$ cat src/rtl/rxfmt_pkg.sv
package rxfmt_pkg;

  typedef struct packed {
    logic [2:0] code;
    logic       pos;
    logic       neg;
    logic       mute;
    logic       inv;
    logic       cinv;
  } cfg_t;

  // bit order matters: downstream blocks decode by position
  typedef struct packed {
    logic rsvd;
    logic is_t1;
    logic is_e1;
    logic has_400;
    logic is_64k;
    logic full;
  } mode_flags_t;

  function automatic mode_flags_t decode_mode(input logic [2:0] code);
    mode_flags_t f;
    f = '0;
    unique case (code)
      3'b000: f.is_64k = 1'b1;
      3'b001: begin f.is_64k = 1'b1; f.has_400 = 1'b1; end
      3'b010: f.is_e1 = 1'b1;
      3'b011: begin f.is_e1 = 1'b1; f.full = 1'b1; end
      3'b100: f.is_t1 = 1'b1;
      3'b101: begin f.is_t1 = 1'b1; f.full = 1'b1; end
      3'b110: begin f.is_e1 = 1'b1; f.full = 1'b1; end
      default: f.rsvd = 1'b1;
    endcase
    return f;
  endfunction

  // width gate, then blanking, then polarity: order is part of the behaviour
  function automatic logic rail_level(input logic mark, input logic full,
                                      input logic first_half, input logic blank,
                                      input logic inv);
    logic active;
    active = mark & (full | first_half) & ~blank;
    return active ^ inv;
  endfunction

endpackage

$ cat src/rtl/rxfmt_phase.sv
module rxfmt_phase #(
  parameter int DIV = 32
) (
  input  logic clk,
  input  logic rst_n,
  output logic bnd,
  output logic first_half
);
  localparam int CW   = (DIV > 2) ? $clog2(DIV) : 1;
  localparam int HALF = DIV / 2;
  localparam logic [CW-1:0] LAST = CW'(DIV - 1);
  localparam logic [CW-1:0] MID  = CW'(HALF);

  logic [CW-1:0] ph;

  always_ff @(posedge clk or negedge rst_n) begin
    if (!rst_n)          ph <= '0;
    else if (ph == LAST) ph <= '0;
    else                 ph <= ph + 1'b1;
  end

  assign bnd        = (ph == LAST);
  assign first_half = (ph < MID);
endmodule

$ cat src/rtl/rxfmt_capture.sv
module rxfmt_capture
  import rxfmt_pkg::*;
(
  input  logic clk,
  input  logic rst_n,
  input  logic bnd,
  input  cfg_t cfg_d,
  output cfg_t cfg_q
);
  always_ff @(posedge clk or negedge rst_n) begin
    if (!rst_n)   cfg_q <= '0;
    else if (bnd) cfg_q <= cfg_d;
  end
endmodule

$ cat src/rtl/rxfmt_rail.sv
module rxfmt_rail
  import rxfmt_pkg::*;
(
  input  logic mark,
  input  logic full,
  input  logic first_half,
  input  logic blank,
  input  logic inv,
  output logic level
);
  always_comb level = rail_level(mark, full, first_half, blank, inv);
endmodule

$ cat src/rtl/rxfmt_out.sv
module rxfmt_out
  import rxfmt_pkg::*;
#(
  parameter int DIV = 32
) (
  input  logic       clk,
  input  logic       rst_n,
  input  logic       rx_pos,
  input  logic       rx_neg,
  input  logic [2:0] mode_sel,
  input  logic       mute,
  input  logic       invert,
  input  logic       clk_inv,
  output logic       tx_pos,
  output logic       tx_neg,
  output logic       tx_clk,
  output logic [5:0] mode_flags
);
  localparam int NRAIL = 2;

  logic        bnd_w;
  logic        first_half_w;
  cfg_t        cfg_d, cfg_q;
  mode_flags_t flags_w;
  logic        blank_w;
  logic        cfg_mute_w, cfg_inv_w, cfg_cinv_w;
  logic [NRAIL-1:0] mark_w, level_w;

  rxfmt_phase #(.DIV(DIV)) u_phase (
    .clk(clk), .rst_n(rst_n), .bnd(bnd_w), .first_half(first_half_w)
  );

  always_comb begin
    cfg_d.code = mode_sel;
    cfg_d.pos  = rx_pos;
    cfg_d.neg  = rx_neg;
    cfg_d.mute = mute;
    cfg_d.inv  = invert;
    cfg_d.cinv = clk_inv;
  end

  rxfmt_capture u_capture (
    .clk(clk), .rst_n(rst_n), .bnd(bnd_w), .cfg_d(cfg_d), .cfg_q(cfg_q)
  );

  assign flags_w    = decode_mode(cfg_q.code);
  assign cfg_mute_w = cfg_q.mute;
  assign cfg_inv_w  = cfg_q.inv;
  assign cfg_cinv_w = cfg_q.cinv;
  assign blank_w    = cfg_q.mute | flags_w.rsvd;
  assign mark_w     = {cfg_q.neg, cfg_q.pos};

  for (genvar r = 0; r < NRAIL; r++) begin : g_rail
    rxfmt_rail u_rail (
      .mark(mark_w[r]), .full(flags_w.full), .first_half(first_half_w),
      .blank(blank_w), .inv(cfg_q.inv), .level(level_w[r])
    );
  end

  assign tx_pos     = level_w[0];
  assign tx_neg     = level_w[1];
  assign tx_clk     = first_half_w ^ cfg_q.cinv;
  assign mode_flags = flags_w;
endmodule

$ cat config.mk
export PLATFORM = sky130hd
export DESIGN_NAME = rxfmt_out
export DESIGN_NICKNAME = d
export VERILOG_FILES = /design/src/rtl/rxfmt_pkg.sv /design/src/rtl/rxfmt_phase.sv /design/src/rtl/rxfmt_capture.sv /design/src/rtl/rxfmt_rail.sv /design/src/rtl/rxfmt_out.sv
export SDC_FILE = /design/constraint.sdc
export NUM_CORES = 1
export LEC_CHECK = 0
export ABC_AREA = 1
export ABC_CLOCK_PERIOD_IN_PS = 4050
export BUFFER_PORTS_ARGS = -buffer_cell sky130_fd_sc_hd__buf_2
export CAP_MARGIN = 25
export CORE_MARGIN = 2
export CORE_UTILIZATION = 46
export CTS_BUF_LIST = sky130_fd_sc_hd__clkbuf_8
export CTS_CLUSTER_SIZE = 14
export DETAILED_ROUTE_END_ITERATION = 7
export PLACE_DENSITY_LB_ADDON = 0.12
export RECOVER_POWER = 25
export SLEW_MARGIN = 25
export SYNTH_ARGS = -nofsm -noshare
export SYNTH_HDL_FRONTEND = slang
export SYNTH_HIERARCHICAL = 1
export SYNTH_SLANG_ARGS = --single-unit
$ cat constraint.sdc
create_clock -name clk -period 4.05 [get_ports clk]
set_input_delay 0.405 -clock clk [delete_from_list [all_inputs] [get_ports clk]]
set_output_delay 0.405 -clock clk [all_outputs]
set_load 0.05 [all_outputs]
==> impl_metrics.toml, run 1 <==
[status]
outcome = "finished clean"

[layout]
area_growth_pct = 20.6
n_antenna_cell = 0
final_layout_size_suffix_gt1_frac = 0.211
fin_nets = 128
final_cell_mix = "36 x nand2_1, 17 x inv_1, 17 x buf_2, 13 x dfrtp_1"
stdcell_area_sq_um = 827
final_common_cell = "nand2_1"

[logic_synthesis]
syn-num-nets = 106
yosysUniqueCellTypes = 13
synth_area_sq_um = 686
synth-seq-cells = 13
syn_avg_cell_area_sq_um = 7.37
synth_seq_area_share = 0.474
yosysWarnings = 6
synthCells = 93

[setup_path]
worstSetupEndpointType = "output port"
cp.required_ns = 3.64
startpoint_type = "flop"
cp.arrival_ns = 1.53
crit_type = "flop to output port"
path_max_fanout = 8

[sta]
slew_viol_final = 0
fin_skew_ns = 0.00150
grt_setup_unrepaired = "no"
finalHoldViolations = 0
setup_viol = 0
finalCriticalPeriod_ns = 1.94
max_freq_mhz = 516
worst_pin_slew_ns = 0.680
finalSetupTns_ns = 0
max-slew-margin-rel = 0.547
post-route-period-util = 0.479

[place]
dpl_cell_area_sq_um = 783
portBuffers = 18
place_hpwl_um = 934
gp_congestion = 0.794

[clock_tree]
numCtsBuffers = 3
clk_pin_slew_ns = 0.05
cts_resized = 0
cts_tree = "yes"
clock_latency_ns = 0.24
cts-htree-levels = 1
cts_buffer_depth = 2
cts_setup_buffers = 0
cts_root_buf = "clkbuf_8"
clkSinkCount = 13
ctsHoldBuffers = 0

[die]
std_cell_rows = 13
die_area_sq_um = 1820
core_area_sq_um = 1350
io_pins = 19
start_util = 0.508
die_y_um = 42.6
dieWidth_um = 42.6

[power_and_ir_drop]
ir_drop_mv = 0.221
p_leak_nw = 0.496
power_density_nw_per_um2 = 355

[route]
ant_nets = 0
drtIter0Drc = 9
drcViolationCount = 0
vias = 579
routedWlPerCell_um = 9.78
wl_um = 1260
drtPass1Iterations = 4
routed_via_density = 4.49

[global_route]
antenna_found_initial = 0
grt_usage = 0.162
grt_max_degree = 14
gr-total-overflow = 0
grt_first_pass_wirelength_um = 2160
first_global_vias = 514

[job]
maxCapViolations = 0

[worst_hold_path]
worstHoldPathType = "input pin to asynchronous set/reset pin"
[cell type report]
cell class	count	area, sq um
clock inverter	1	3.75
tap	15	18.8
fill	123	523
sequential	13	325
timing repair buffer	18	88.8
multi-input combinational	61	282
inverter	18	67.6
clock buffer	3	41.3
[cell families (layout without fill, tap and decap cells)]
group,count (synthesis),after routing,share of synthesized area
fa+ha+maj,3,3,0.0548
compound gates,1,1,0.00729
buf+inv,19,40,0.115
flops,13,13,0.474
xor+xnor,1,1,0.0128
simple gates,56,56,0.336
[state kept, by name (all words and copies together) (netlist names)]
signal           cells
u_capture/cfg_q      8
u_phase/ph           5
[cell usage after synthesis]
library cell / number / share of area
dfrtp_1: 13 / 0.47
nor3b_1: 1 / 0.011
nand3_1: 8 / 0.058
buf_6: 1 / 0.016
inv_2: 2 / 0.011
xor2_1: 1 / 0.013
nor2_2: 2 / 0.018
nor3_1: 1 / 0.0073
nor2_1: 8 / 0.044
inv_1: 16 / 0.088
a21oi_1: 1 / 0.0073
nand2_1: 36 / 0.20
ha_1: 3 / 0.055
[final timing paths]
path | from | to | slack, ns | cells past startpoint
setup / recovery | u_capture/cfg_q[6] | tx_neg | 2.11 | 9
hold / removal | rst_n | u_phase/ph[3] | 0.18 | 1
setup reg to reg | u_phase/ph[0] | u_capture/cfg_q[5] | 2.47 | 7
hold reg to reg | u_phase/ph[0] | u_phase/ph[0] | 0.46 | 1
max in group asynchronous | rst_n | u_phase/ph[4] | 3.44 | 1
min in group clk | mode_sel[1] | u_capture/cfg_q[6] | 0.36 | 3
[stage by stage]
| step | worst slack (ns) | util | cells | total power [mW] | hold WS, ns |
|---|---|---|---|---|---|
| floorplan | 2.02 | - | 93 | 0.172 | 0.109 |
| global placement | 2.42 | 0.580 | 125 | 0.186 | 0.305 |
| detailed placement | 2.39 | 0.580 | 125 | 0.186 | 0.304 |
| CTS | 2.12 | 0.614 | 129 | 0.298 | 0.0467 |
| global route | 1.92 | 0.613 | 129 | 0.310 | 0.231 |
| finish | 2.11 | 0.613 | 129 | 0.294 | 0.178 |
[worst max-delay path, stage by stage (launching register included)]
cell	delay (ns)
dfrtp_1	0.48
inv_1	0.09
nand3_1	0.08
nand3_1	0.10
inv_1	0.08
nand2_1	0.07
nand2_1	0.06
nand2_1	0.04
nand2_1	0.05
buf_2	0.25
[report_power, final]
| part | internal, mW | switching, mW |
|---|---|---|
| logic | 0.0121 | 0.0329 |
| clock network | 0.0667 | 0.0431 |
| registers | 0.134 | 0.00477 |
| total | 0.213 | 0.0808 |
[metal layers]
layer	global-route usage	share of wire	vias to the layer above
li1	-	-	315
met1	0.202	0.48	245
met2	0.252	0.46	17
met3	0.0647	0.056	2
met4	0.0563	0.011	0
met5	0	0	-
Power figures use the tool's default switching activity.
==> run 2: changes to the inputs <==
--- a/config.mk
+++ b/config.mk
@@ -6,7 +6,7 @@
 export NUM_CORES = 1
 export LEC_CHECK = 0
 export ABC_AREA = 1
-export ABC_CLOCK_PERIOD_IN_PS = 4050
+export ABC_CLOCK_PERIOD_IN_PS = 1700
 export BUFFER_PORTS_ARGS = -buffer_cell sky130_fd_sc_hd__buf_2
 export CAP_MARGIN = 25
 export CORE_MARGIN = 2
==> constraint.sdc (replaced) <==
create_clock -name clk -period 1.7 [get_ports clk]
set_input_delay 0.17 -clock clk [delete_from_list [all_inputs] [get_ports clk]]
set_output_delay 0.17 -clock clk [all_outputs]
set_load 0.05 [all_outputs]
==> impl_metrics.toml, run 2 (same netlist as run 1, synthesis figures left out) <==
[sta]
slew_viol_final = 0
max_freq_mhz = 637
post-route-period-util = 0.923
grt_setup_unrepaired = "no"
finalCriticalPeriod_ns = 1.57
max-slew-margin-rel = 0.545
finalSetupTns_ns = 0
finalHoldViolations = 0
worst_pin_slew_ns = 0.683
fin_skew_ns = 0.000733
setup_viol = 0

[worst_hold_path]
worstHoldPathType = "input pin to flop"
worstHoldStart = "rx_neg"

[setup_path]
cp-startpoint = "u_capture/cfg_q[7]"
startpoint_type = "flop"
path_max_fanout = 8
cp.arrival_ns = 1.40
critPathBufInv = 3
cp_cell_sequence = "inv_2, nand3_1, nand3_2, inv_1, nand2_1, nand2_1, nand2_1, nand2_1, buf_4"
r2r_start = "u_phase/ph[0]"
crit_family = "flip-flops"
critPathMaxStageDelay_ns = 0.46
worstSetupEndpointType = "output port"
critPathMostFrequentCell = "nand2_1"
cp.required_ns = 1.53
crit_type = "flop to output port"
slowest_stage = "dfrtp_2"

[layout]
final_layout_size_suffix_gt1_frac = 0.284
fin_nets = 130
top_regs = "u_capture/cfg_q x8, u_phase/ph x5"
final_cell_mix = "36 x nand2_1, 15 x buf_2, 14 x inv_1, 10 x dfrtp_1, 8 x nor2_1"
final_common_cell = "nand2_1"
area_growth_pct = 26.6
regMostFlops = "u_capture/cfg_q"
n_antenna_cell = 0
fin_util = 0.643
largest_register_ffs = 8

[global_route]
busiest_layer = "met1"
gr-total-overflow = 0
met3_usage = 0.0431
met2_usage = 0.206
first_global_vias = 503
grt_use_met1 = 0.232
grt_usage = 0.157
antenna_found_initial = 0
grt_max_degree = 14
grt_first_pass_wirelength_um = 2130

[power_and_ir_drop]
p_int_uw = 518
p_leak_nw = 0.508
p_switching_uw = 208
p_sw_frac = 0.287
comb_power_share = 0.161
power_density_nw_per_um2 = 836
power.clock.fraction = 0.382
power_frac_seq = 0.457
ir_drop_mv = 0.538

[clock_tree]
cts_buffer_depth = 2
cts-htree-levels = 1
numCtsBuffers = 3
clk_pin_slew_ns = 0.06
clkSinkCount = 13
cts_root_buf = "clkbuf_8"
cts_tree = "yes"
clock_latency_ns = 0.24

[die]
start_util = 0.508
die_y_um = 42.6
die_area_sq_um = 1820
io_pins = 19
dieWidth_um = 42.6
core_area_sq_um = 1350
std_cell_rows = 13

[route]
drcViolationCount = 0
ant_nets = 0
vias = 590
routedWlPerCell_um = 9.41
drtIter0Drc = 11
drtPass1Iterations = 4
routed_via_density = 4.50
wl_um = 1230

[job]
maxCapViolations = 0

[place]
portBuffers = 18
gp_congestion = 0.721
place_hpwl_um = 955

[status]
outcome = "finished clean"
-- run 2: changes by cell type in the layout (fill, tap and decap cells not counted), sizes merged --
cell,before,now
dlygate4sd3,0,1
inv,19,18
buf,17,18
clkinv,0,1
-- run 2: area by class of cell --
class,count,area (sq um)
Tap cell,15,18.8
Fill cell,125,482
Clock inverter,1,5.00
Clock buffer,3,41.3
Inverter,18,67.6
Timing Repair Buffer,20,115
Multi-Input combinational cell,61,292
Sequential cell,13,329
-- run 2: repair_timing --
| action | CTS | global route |
|---|---|---|
| hold buffers | 1 | 0 |
| hold endpoints to repair | 13 | 0 |
| endpoints found under the setup margin | 1 | 2 |
| pin swaps | 0 | 0 |
| buffers inserted | 0 | 1 |
| resized for setup | 1 | 9 |
-- run 2: worst paths after layout --
| path | to | slack (ns) | cells past startpoint |
|---|---|---|---|
| max in group asynchronous | u_capture/cfg_q[5] | 0.75 | 2 |
| setup / recovery | tx_pos | 0.13 | 9 |
| hold / removal | u_capture/cfg_q[3] | 0.13 | 3 |
| min in group asynchronous | u_phase/ph[2] | 0.47 | 2 |
| hold reg to reg | u_phase/ph[0] | 0.47 | 1 |
| setup reg to reg | u_capture/cfg_q[1] | 0.21 | 7 |
-- run 2: stage by stage --
stage	power (mW)	setup slack, ns	hold WS, ns	area, sq um	instances
finish	0.726	0.131	0.130	868	131
global route	0.757	0.00802	0.140	868	131
CTS	0.724	0.0121	0.126	851	130
detailed placement	0.447	0.211	0.0688	793	125
global placement	0.446	0.265	0.0668	793	125
floorplan	0.412	0.0639	-0.126	696	93
-- run 2: per-layer routing --
layer / vias up / routed length, um
met1: 254 / 680
met2: 12 / 501
li1: 322 / -
met4: 0 / 6
met5: - / 0
met3: 2 / 45
-- run 2: power groups by stage --
stage	sequential, mW	clock, mW	combinational (mW)
after floorplan	0.334	0	0.0781
after global placement	0.337	0	0.109
after detailed placement	0.337	0	0.110
after CTS	0.332	0.280	0.112
after global routing	0.333	0.298	0.126
final	0.332	0.277	0.117
-- run 2: worst reg2reg max path, stage by stage, from the launching register on --
cell	delay, ns
dfrtp_1	0.37
ha_1	0.17
nand2_1	0.07
nor2_1	0.13
ha_1	0.37
inv_2	0.14
nand2_1	0.09
nand2_1	0.05
